$ cat src/rtl/dma_chain_seq.sv
module dma_chain_seq #(
  parameter int AW = 32,
  parameter int CW = 26,
  parameter int ALIGN = 5
) (
  input  logic          clk,
  input  logic          rst_n,
  input  logic          start,
  input  logic [AW-1:0] base_addr,
  input  logic          irq_clr,
  output logic          busy,
  output logic          done,
  output logic          err,
  output logic          irq,
  output logic          mem_req,
  output logic          mem_we,
  output logic [AW-1:0] mem_addr,
  output logic [31:0]   mem_wdata,
  output logic          mem_snoop,
  input  logic          mem_ack,
  input  logic [31:0]   mem_rdata
);
  typedef enum logic [2:0] {S_IDLE, S_FETCH, S_RD, S_WR, S_END} st_t;

  localparam logic [CW-1:0] BEAT = CW'(4);

  st_t           st_q;
  logic [1:0]    idx_q;
  logic [AW-1:0] cur_q, src_q, dst_q;
  logic [31:0]   lnk_q, dat_q;
  logic [CW-1:0] cnt_q;
  logic [CW-1:0] step;

  assign step      = (cnt_q < BEAT) ? cnt_q : BEAT;
  assign busy      = (st_q != S_IDLE);
  assign mem_req   = (st_q == S_FETCH) || (st_q == S_RD) || (st_q == S_WR);
  assign mem_we    = (st_q == S_WR);
  assign mem_wdata = dat_q;
  assign mem_snoop = lnk_q[4] && ((st_q == S_RD) || (st_q == S_WR));
  assign mem_addr  = (st_q == S_FETCH) ? cur_q + {{(AW-4){1'b0}}, idx_q, 2'b00} :
                     (st_q == S_WR)    ? dst_q : src_q;

  always_ff @(posedge clk) begin
    if (!rst_n) begin
      st_q  <= S_IDLE;
      idx_q <= '0;
      cur_q <= '0;
      src_q <= '0;
      dst_q <= '0;
      lnk_q <= '0;
      dat_q <= '0;
      cnt_q <= '0;
      done  <= 1'b0;
      err   <= 1'b0;
      irq   <= 1'b0;
    end else begin
      if (irq_clr) irq <= 1'b0;
      case (st_q)
        S_IDLE: if (start) begin
          if (base_addr[ALIGN-1:0] != '0) begin
            err  <= 1'b1;
            done <= 1'b0;
          end else begin
            err   <= 1'b0;
            done  <= 1'b0;
            cur_q <= base_addr;
            idx_q <= '0;
            lnk_q <= '0;
            st_q  <= S_FETCH;
          end
        end
        S_FETCH: if (mem_ack) begin
          case (idx_q)
            2'd0: src_q <= mem_rdata[AW-1:0];
            2'd1: dst_q <= mem_rdata[AW-1:0];
            2'd2: lnk_q <= mem_rdata;
            default: cnt_q <= mem_rdata[CW-1:0];
          endcase
          idx_q <= idx_q + 2'd1;
          if (idx_q == 2'd3) st_q <= (mem_rdata[CW-1:0] == '0) ? S_END : S_RD;
        end
        S_RD: if (mem_ack) begin
          dat_q <= mem_rdata;
          cnt_q <= cnt_q - step;
          src_q <= src_q + AW'(4);
          st_q  <= S_WR;
        end
        S_WR: if (mem_ack) begin
          dst_q <= dst_q + AW'(4);
          st_q  <= (cnt_q == '0) ? S_END : S_RD;
        end
        default: begin
          if (lnk_q[3]) irq <= 1'b1;
          if (lnk_q[0]) begin
            done <= 1'b1;
            st_q <= S_IDLE;
          end else begin
            cur_q <= {lnk_q[AW-1:ALIGN], {ALIGN{1'b0}}};
            idx_q <= '0;
            st_q  <= S_FETCH;
          end
        end
      endcase
    end
  end

  a_r1_fetch_aligned: assert property (@(posedge clk) disable iff (!rst_n)
    busy |-> cur_q[ALIGN-1:0] == '0);
  a_r2_req_held: assert property (@(posedge clk) disable iff (!rst_n)
    (mem_req && !mem_ack) |=> (mem_req && $stable(mem_addr) && $stable(mem_we)));
  a_r3_count_drops: assert property (@(posedge clk) disable iff (!rst_n)
    (st_q == S_RD && mem_ack) |=> (cnt_q < $past(cnt_q)));
  a_r6_done_idle: assert property (@(posedge clk) disable iff (!rst_n)
    done |-> !busy && !mem_req);
  a_r7_irq_hold: assert property (@(posedge clk) disable iff (!rst_n)
    (irq && !irq_clr) |=> irq);
  a_r8_snoop_data_only: assert property (@(posedge clk) disable iff (!rst_n)
    mem_snoop |-> (mem_req && st_q != S_FETCH));
  a_r10_err_idle: assert property (@(posedge clk) disable iff (!rst_n)
    err |-> !busy);
endmodule

$ cat config.mk
export PLATFORM = sky130hd
export DESIGN_NAME = dma_chain_seq
export DESIGN_NICKNAME = d
export VERILOG_FILES = /design/src/rtl/dma_chain_seq.sv
export SDC_FILE = /design/constraint.sdc
export NUM_CORES = 1
export LEC_CHECK = 0
export BUFFER_PORTS_ARGS = -buffer_cell sky130_fd_sc_hd__clkbuf_2
export CORE_ASPECT_RATIO = 2
export CORE_MARGIN = 2
export CORE_UTILIZATION = 31
export CTS_CLUSTER_DIAMETER = 50
export DETAILED_ROUTE_END_ITERATION = 12
export PLACE_DENSITY = 0.5
export SLEW_MARGIN = 20
export SYNTH_ARGS = -nofsm -noshare
export SYNTH_HDL_FRONTEND = slang
export SYNTH_SLANG_ARGS = --single-unit
$ cat constraint.sdc
create_clock -name clk -period 9.5 [get_ports clk]
set_clock_uncertainty 0.1 [all_clocks]
set_input_delay 0.95 -clock clk [delete_from_list [all_inputs] [get_ports clk]]
set_output_delay 0.95 -clock clk [all_outputs]
set_load 0.01 [all_outputs]
==> flow_summary.json <==
{
  "status": "completed",
  "dr.max_layer_used": "met4",
  "drt-pass1-iter-count": 6,
  "drc": 0,
  "core_area_sq_um": 35600,
  "num_rows": 98,
  "rrSetupSlack_ns": 5.56,
  "ant_nets": 0,
  "final_common_cell": "nand2_1",
  "track_usage_pct": 22.9,
  "grt_pass1_vias": 11200,
  "grt_pass1_wl_microns": 67300,
  "vias_per_cell": 5.71,
  "routedWlPerCell_microns": 21.7,
  "place.gp.congestion": 0.922,
  "cts_sinks": 192,
  "worst_slew_pin_slew_ns": 1.17,
  "power.density_nw_per_um2": 131,
  "synth_flop_cell": "dfxtp_1",
  "layout_min_cycle_time_ns": 4.55,
  "die_h_microns": 272,
  "hpwlAfterDp_microns": 31600,
  "pin_count": 140,
  "post_cts_buffers": 0,
  "r2r-start": "cnt_q[14]",
  "met3_wirelength_microns": 1750,
  "hold_viol_final": 0,
  "start_kind": "flip-flop",
  "seqPwrFrac_pct": 48.6,
  "area_delta_synth_final_pct": 14.3,
  "cts_resized": 0,
  "crit_type": "flip-flop to output port",
  "clk-insertion-delay-late_ns": 0.46,
  "setup_viol": 0,
  "h-tree-depth": 4,
  "crit_arrival_ns": 3.50,
  "hold_class": "flip-flop to flip-flop",
  "ys_seq_area_share_pct": 34.5,
  "end_kind": "output port",
  "ff2ff_path_depth": 10,
  "drv_slew": 0,
  "p_sw_share_pct": 26.4,
  "dieWidth_microns": 138,
  "postRouteWirelength_microns": 43900,
  "comb_power_share_pct": 5.6,
  "cap_violations": 0,
  "antenna_found_initial": 0,
  "fin_nets": 1640,
  "endpoint": "mem_addr[22]",
  "cp.required_ns": 8.45,
  "finalSetupTns_ns": 0,
  "ctsHoldBuffers": 0,
  "fin_area_sq_um": 12700,
  "diodes": 0,
  "fill_cells": 3804,
  "initialDrtViolationCount": 742,
  "final_cell_mix": "nand2_1 (243), dfxtp_1 (192), clkbuf_2 (139)",
  "synth_area_sq_um": 11100,
  "irDropWorstVdd_v": 0.000140,
  "placed_area_sq_um": 12100,
  "synth-edff-count": 0,
  "path_clk_slew_ns": 0.08,
  "rr_endpoint": "cnt_q[18]",
  "cts_buffers": 17,
  "p_sw_uw": 441,
  "cts_root_buf": "clkbuf_16",
  "hold_slack_ns": 0.356,
  "syn_nets": 1579,
  "yosys_warnings": 0,
  "slew_headroom_pct": 21.6,
  "drive_gt1_share_pct": 14.8,
  "max_freq_mhz": 220,
  "worst-path-max-fanout": 8,
  "p_leak_uw": 0.00454,
  "synthArstFlopShare_pct": 0,
  "portBuffers": 139,
  "num_vias": 11600,
  "p_int_uw": 1230,
  "synth_seq_cells": 192,
  "finalCritPeriodShare_pct": 47.9,
  "avgSynthCellArea_sq_um": 7.43,
  "dr_wl_met2_microns": 23000,
  "overflow": 0,
  "pwr-share-clk_pct": 45.8,
  "startpoint": "idx_q[0]",
  "dieArea_sq_um": 37500,
  "grt_max_degree": 74,
  "rsz0062_at_grt": "no",
  "synth.distinct_cells": 80,
  "start_util_pct": 31.3,
  "wl_met1_microns": 16900,
  "cts_tree": "built",
  "cts_buffer_depth": 2,
  "postSynthCellCount": 1499
}
## worst min path at each step
stage                     cells past startpoint             to     startpoint
after floorplan                               2       dst_q[0]       dst_q[0]
after global placement                        2       src_q[0]       src_q[0]
after detailed placement                      2  mem_wdata[28]  mem_wdata[28]
after CTS                                     2   mem_wdata[4]   mem_wdata[4]
after global routing                          2  mem_wdata[25]  mem_wdata[25]
final                                         2  mem_wdata[28]  mem_wdata[28]
## kinds of logic (layout without fill, tap and decap cells)
| family | count (synthesis) | in the layout | synth area share (%) |
|---|---|---|---|
| simple gates | 684 | 684 | 30.0 |
| compound gates | 416 | 416 | 24.7 |
| flops | 192 | 192 | 34.5 |
| buf+inv | 141 | 215 | 4.92 |
| xor+xnor | 28 | 28 | 2.20 |
| mux | 26 | 26 | 2.35 |
| fa+ha+maj | 11 | 11 | 1.30 |
| other cells | 1 | 1 | 0.0337 |
## through the flow
stage	total power (uW)	cells	util (%)	setup slack (ns)
2_1_floorplan	869	1499	-	6.15
5_1_grt	1720	2023	35.8	4.74
3_3_place_gp	923	1991	34.1	5.46
3_5_place_dp	923	1991	34.1	5.40
4_1_cts	1690	2023	35.8	4.87
6_report	1670	2023	35.8	4.95
## layer usage
metal / global-route usage [%] / up-vias
met1: 25.3 / 5510
met2: 42.0 / 358
met4: 12.8 / 0
met3: 3.22 / 106
li1: - / 5578
met5: 0 / -
## cells in the mapped netlist, types with 24 or more instances
library cell | count | area (sq um)
nand2_1 | 243 | 912
dfxtp_1 | 192 | 3840
nor2_1 | 135 | 507
a21oi_1 | 122 | 611
clkbuf_1 | 107 | 402
o21ai_0 | 76 | 380
nand3_1 | 50 | 250
a311oi_1 | 33 | 289
nor3_1 | 33 | 165
and3_1 | 32 | 200
nand4_1 | 30 | 188
nor4_1 | 29 | 181
and2_1 | 26 | 163
mux2i_1 | 25 | 250
a22oi_1 | 24 | 180
## registers in the layout, indices dropped and copies added, names as in the netlist
signal     count
done           1
lnk_q         30
err            1
cnt_q         26
idx_q          2
mem_wdata     32
st_q           3
src_q         32
irq            1
cur_q         32
dst_q         32
## power by group through the flow
stage | Sequential, uW | Combinational (uW) | Clock (uW)
floorplan | 828 | 41.2 | 0
global placement | 829 | 94.0 | 0
detailed placement | 830 | 93.6 | 0
CTS | 810 | 94.0 | 785
global route | 811 | 99.5 | 814
finish | 811 | 93.8 | 765
## critical path, cell delays in order (launching register included)
cell and delay, ns:
dfxtp_1 0.46, ha_1 0.22, inv_1 0.06, fa_1 0.41, and4b_1 0.39, nand4_1 0.49, nor4_1 0.46, xnor2_1 0.15
o211ai_1 0.21, clkbuf_2 0.17
## layout make-up
class,instances,area [sq um],share of cell area [%]
Multi-Input combinational cell,1166,6770,53.2
Sequential cell,192,3840,30.2
Timing Repair Buffer,162,868,6.82
Tap cell,450,563,4.42
Clock buffer,17,425,3.34
Clock inverter,15,170,1.34
Inverter,21,81.3,0.639
(Power assumes the default switching activity.)
